### src/rtl/zd_pkg.sv
package zd_pkg;

  // Number of flags the block drives.
  localparam int NFLAG = 2;

  // Grouping codes used when the enable input is low.
  typedef enum logic [3:0] {
    GM_ALL        = 4'd0,
    GM_PAIR_REST  = 4'd1,
    GM_QUAD_PAIR  = 4'd2,
    GM_EVEN_ODD   = 4'd3,
    GM_OFF        = 4'd7
  } grp_mode_e;

  // Index of each flag within the flag vector.
  localparam int FLAG_A = 0;
  localparam int FLAG_B = 1;

endpackage

### src/rtl/zd_zero_vec.sv
module zd_zero_vec #(
  parameter int NCH = 6,
  parameter int SW  = 24
) (
  input  logic [NCH*SW-1:0] samples,
  output logic [NCH-1:0]    is_zero
);

  // One comparator per channel word.
  for (genvar g = 0; g < NCH; g++) begin : g_ch
    assign is_zero[g] = (samples[g*SW +: SW] == '0);
  end

endmodule

### src/rtl/zd_group_map.sv
module zd_group_map #(
  parameter int NCH    = 6,
  parameter int MODE_W = 4
) (
  input  logic              det_en,
  input  logic [MODE_W-1:0] grp_mode,
  output logic [NCH-1:0]    mask_a,
  output logic [NCH-1:0]    mask_b
);
  import zd_pkg::*;

  localparam logic [MODE_W-1:0] C_ALL  = MODE_W'(GM_ALL);
  localparam logic [MODE_W-1:0] C_PAIR = MODE_W'(GM_PAIR_REST);
  localparam logic [MODE_W-1:0] C_QUAD = MODE_W'(GM_QUAD_PAIR);
  localparam logic [MODE_W-1:0] C_EO   = MODE_W'(GM_EVEN_ODD);

  logic [MODE_W-1:0] eff_mode;

  // The enable input overrides the code with the all-channel grouping.
  assign eff_mode = det_en ? C_ALL : grp_mode;

  always_comb begin
    mask_a = '0;
    mask_b = '0;
    for (int i = 0; i < NCH; i++) begin
      case (eff_mode)
        C_ALL: begin
          mask_a[i] = 1'b1;
          mask_b[i] = 1'b1;
        end
        C_PAIR: begin
          mask_a[i] = (i < 2);
          mask_b[i] = (i >= 2);
        end
        C_QUAD: begin
          mask_a[i] = (i < 4);
          mask_b[i] = (i >= 4);
        end
        C_EO: begin
          mask_a[i] = ((i % 2) == 0);
          mask_b[i] = ((i % 2) == 1);
        end
        default: begin
          mask_a[i] = 1'b0;
          mask_b[i] = 1'b0;
        end
      endcase
    end
  end

endmodule

### src/rtl/zd_run_counter.sv
module zd_run_counter #(
  parameter int RUN_LEN = 8192
) (
  input  logic clk,
  input  logic rst,
  input  logic hold_low,    // parallel-mode override
  input  logic force_high,  // core stopped or DAC powered down
  input  logic armed,       // at least one channel selected
  input  logic stb,         // frame strobe
  input  logic quiet,       // every selected channel is zero
  output logic flag
);

  localparam int CW = $clog2(RUN_LEN + 1);
  localparam logic [CW-1:0] LIMIT = CW'(RUN_LEN);

  logic [CW-1:0] cnt_q;
  logic [CW-1:0] cnt_inc;

  // Saturating increment: holds at the limit instead of wrapping.
  assign cnt_inc = (cnt_q == LIMIT) ? cnt_q : cnt_q + 1'b1;

  always_ff @(posedge clk) begin
    if (rst) begin
      cnt_q <= '0;
      flag  <= 1'b0;
    end else if (hold_low) begin
      cnt_q <= '0;
      flag  <= 1'b0;
    end else if (force_high) begin
      cnt_q <= '0;
      flag  <= 1'b1;
    end else if (!armed) begin
      cnt_q <= '0;
      flag  <= 1'b0;
    end else if (stb) begin
      if (quiet) begin
        cnt_q <= cnt_inc;
        flag  <= (cnt_inc == LIMIT);
      end else begin
        cnt_q <= '0;
        flag  <= 1'b0;
      end
    end
  end

endmodule

### src/rtl/zero_run_detect.sv
module zero_run_detect #(
  parameter int NCH     = 6,
  parameter int SW      = 24,
  parameter int MODE_W  = 4,
  parameter int RUN_LEN = 8192
) (
  input  logic              clk,
  input  logic              rst,
  input  logic              frame_stb,
  input  logic [NCH*SW-1:0] samples,
  input  logic              par_mode,
  input  logic              core_run,
  input  logic              dac_pd,
  input  logic              det_en,
  input  logic [MODE_W-1:0] grp_mode,
  output logic              flag_a,
  output logic              flag_b
);
  import zd_pkg::*;

  logic [NCH-1:0]            is_zero;
  logic [NFLAG-1:0][NCH-1:0] masks;
  logic [NFLAG-1:0]          flags;
  logic                      forced;

  assign forced = !core_run || dac_pd;

  zd_zero_vec #(.NCH(NCH), .SW(SW)) u_zero (
    .samples (samples),
    .is_zero (is_zero)
  );

  zd_group_map #(.NCH(NCH), .MODE_W(MODE_W)) u_map (
    .det_en   (det_en),
    .grp_mode (grp_mode),
    .mask_a   (masks[FLAG_A]),
    .mask_b   (masks[FLAG_B])
  );

  for (genvar f = 0; f < NFLAG; f++) begin : g_flag
    logic quiet;
    logic armed;

    // A run continues only if no selected channel carries data.
    assign quiet = &(is_zero | ~masks[f]);
    assign armed = |masks[f];

    zd_run_counter #(.RUN_LEN(RUN_LEN)) u_cnt (
      .clk        (clk),
      .rst        (rst),
      .hold_low   (par_mode),
      .force_high (forced),
      .armed      (armed),
      .stb        (frame_stb),
      .quiet      (quiet),
      .flag       (flags[f])
    );
  end

  assign flag_a = flags[FLAG_A];
  assign flag_b = flags[FLAG_B];

endmodule

### config.mk
export PLATFORM = sky130hd
export DESIGN_NAME = zero_run_detect
export DESIGN_NICKNAME = d
export VERILOG_FILES = /design/src/rtl/zd_pkg.sv /design/src/rtl/zd_zero_vec.sv /design/src/rtl/zd_group_map.sv /design/src/rtl/zd_run_counter.sv /design/src/rtl/zero_run_detect.sv
export SDC_FILE = /design/constraint.sdc
export NUM_CORES = 1
export LEC_CHECK = 0
export ABC_AREA = 1
export BUFFER_PORTS_ARGS = -buffer_cell sky130_fd_sc_hd__buf_2
export CORE_MARGIN = 2
export CORE_UTILIZATION = 40
export CTS_CLUSTER_DIAMETER = 150
export DETAILED_ROUTE_END_ITERATION = 6
export HOLD_SLACK_MARGIN = 0.12
export PLACE_DENSITY = 0.77
export SLEW_MARGIN = 10
export SYNTH_ARGS = -nofsm -noshare
export SYNTH_HDL_FRONTEND = slang
export SYNTH_SLANG_ARGS = --single-unit
### constraint.sdc
create_clock -name clk -period 1.6 [get_ports clk]
set_clock_uncertainty 0.1 [all_clocks]
set_input_delay 0.16 -clock clk [delete_from_list [all_inputs] [get_ports clk]]
set_output_delay 0.16 -clock clk [all_outputs]
set_load 0.005 [all_outputs]
==> flow_summary.ini <==
[power_and_ir_drop]
ir_drop_mv = 0.248
power.internal_mw = 1.28
p_sw_share_pct = 26.2
power.share.clock_pct = 36.9
combPwrFrac_pct = 20.5
p_seq_share_pct = 42.7
switchingPower_uw = 455
p_leak_nw = 2.04
p_per_area_nw_per_um2 = 408

[global_route]
grt_usage_pct = 23.4
grt_pass1_wl_um = 14200
grt_max_degree = 29
antenna_found_initial = 0
grt_pass1_vias = 3490
overflow = 0

[synth]
netlist_top_cells_area = dfxtp_1 22%, nand2_1 20%, nor2_1 19%, xor2_1 5.9%, inv_1 5.0%
synth_cells = 479
synth_fp_nets = 638
ys_seq_area_share_pct = 22.4
synth_largest_area_cell = dfxtp_1
synth_cell_types = 27
syn_avg_cell_area_um2 = 5.59
ys_warn_count = 0
yosysTopAreaCellShare_pct = 22.4
synth-seq-cells = 30
syn_area_um2 = 2680

[sta]
finalMaxSlewViolations = 0
rsz0062_at_grt = yes
fmax_mhz = 580
fin_crit_ns = 1.72
slew-limit-headroom_pct = 79.7
hold-worst-slack_ns = 0.237
setup_viol = 3
tightest_slew_ns = 0.301
fin_crit_sh_pct = 108
hold_viol_final = 0
layout_setup_ws_ns = -0.123

[detailed_routing]
vias = 3608
routed_wirelength_um = 8910
dr.pass1.iters = 6
drt_iter0_drc = 166
drc = 6
avgRoutedWirePerCell_um = 11.8
vias_per_cell = 4.77
ant_nets = 0

[die]
die_y_um = 85.8
start_util_pct = 41.7
io_pins = 157
die_w_um = 85.8
rows = 29
core_area_um2 = 6420
die_area_um2 = 7360

[worst_setup_path]
start_kind = register
worstSetupEndpointType = register
regToRegSetupSlack_ns = -0.12
path_max_fanout = 5
arrival_ns = 1.85
cp_data_required_time_ns = 1.72
worstSetupPathType = reg2reg

[layout]
design_area_um2 = 4260
synthToLayoutAreaGrowth_pct = 59.3
layout_common_cells = 156 x buf_2, 131 x nand2_1, 124 x nor2_1, 37 x buf_4, 32 x inv_1
nFillCells = 553
layoutNonFillerInstCount = 756
layout.nets = 837
multi_input_area_um2 = 2120
antennaDiodeCount = 0
regArea_um2 = 636
final_common_cell = buf_2
final_layout_size_suffix_gt1_share_pct = 45.7

[clock_tree]
numCtsBuffers = 5
clk_latency_ns = 0.28
h-tree-depth = 2
cts-root-buf = clkbuf_8
clockBufferDepth = 2
cts_sinks = 30
clk_pin_slew_ns = 0.07
cts_tree = yes

[place]
io_buffers = 156
dp.final_hpwl_um = 6550
dp.cells = 739
gp_congestion = 0.930
postPlaceCellArea_um2 = 3820

[run_status]
violations = design-rule violations, negative setup slack
status = finished with violations

[min_path]
hold_class = in2reg

[job]
drv_cap = 0
worst paths after layout:
| path | depth (start not counted) | end | from |
|---|---|---|---|
| setup / recovery | 12 | g_flag[1].u_cnt.flag$_SDFFE_PP0P_ | g_flag[1].u_cnt.cnt_q[0]$_SDFFE_PP0P_ |
| hold / removal | 5 | g_flag[0].u_cnt.flag$_SDFFE_PP0P_ | frame_stb |
| setup reg to reg | 12 | g_flag[1].u_cnt.flag$_SDFFE_PP0P_ | g_flag[1].u_cnt.cnt_q[0]$_SDFFE_PP0P_ |
| hold reg to reg | 2 | g_flag[1].u_cnt.cnt_q[12]$_SDFFE_PP0P_ | g_flag[1].u_cnt.cnt_q[12]$_SDFFE_PP0P_ |
layout make-up:
cell class | instances | share of cell area [%]
flip-flops and latches | 30 | 14.9
clock buffers | 7 | 2.02
clock inverters | 1 | 0.117
inverters | 39 | 3.67
repair buffers | 200 | 27.2
well taps | 77 | 2.26
multi-input cells | 402 | 49.8
Yosys cell counts (all sizes together):
master,number
nand3,27
nand2,160
nor2,145
inv,39
ha,4
nor3,5
nand4,3
o21ai,3
clkbuf,5
a21oi,34
xnor2,2
buf,3
o21a,1
xor2,18
dfxtp,30
routing by layer:
metal | global-route usage, % | up-vias | wire, um
li1 | - | 1868 | -
met1 | 25.6 | 1576 | 3650
met2 | 43.7 | 135 | 4500
met3 | 3.95 | 29 | 489
met4 | 10.7 | 0 | 279
met5 | 0 | - | 0
state kept, by name, indices dropped and copies added, names as in the netlist:
signal / flops
g_flag.u_cnt.flag: 2
g_flag.u_cnt.cnt_q: 28
worst max-delay path: stages, from the launching register on:
cell     delay [ns]
dfxtp_4        0.37
inv_2          0.07
ha_1           0.15
nand3_1        0.09
nor2_2         0.13
nand2_1        0.09
nand2_2        0.10
nand3_2        0.08
nor2_2         0.12
nand3_1        0.08
nor2_1         0.09
nand2_1        0.07
a21oi_2        0.12
logic make-up (layout without fill, tap and decap cells):
family / count (synthesis) / after routing / synth area share [%]
xor+xnor: 20 / 20 / 6.82
simple gates: 340 / 340 / 52.6
flops: 30 / 30 / 22.4
buf+inv: 47 / 247 / 7.38
compound gates: 38 / 38 / 8.88
fa+ha+maj: 4 / 4 / 1.87
metrics by stage:
step	utilization, %	TNS [ns]	setup WS, ns	power [mW]
after floorplan	-	-0.00690	-0.00690	0.892
after global placement	59.4	-0.134	-0.0442	1.11
after detailed placement	59.4	-1.01	-0.146	1.12
after CTS	63.7	-0.155	-0.0698	1.75
after global routing	66.4	-0.703	-0.241	1.84
final	66.4	-0.220	-0.123	1.74
power by group through the flow:
stage	registers, mW	clock network (mW)	logic, mW
6_report	0.742	0.640	0.356
5_1_grt	0.741	0.698	0.402
4_1_cts	0.743	0.655	0.352
3_5_place_dp	0.768	0	0.347
3_3_place_gp	0.768	0	0.339
2_1_floorplan	0.768	0	0.124
timing repair:
item | CTS | global route
setup endpoints to repair | 7 | 8
hold buffers | 2 | 0
gates resized for setup | 36 | 50
pin swaps | 22 | 29
cloned | 0 | 0
setup buffers | 7 | 3
hold endpoints to repair | 1 | 0
Power figures use the tool's default switching activity.
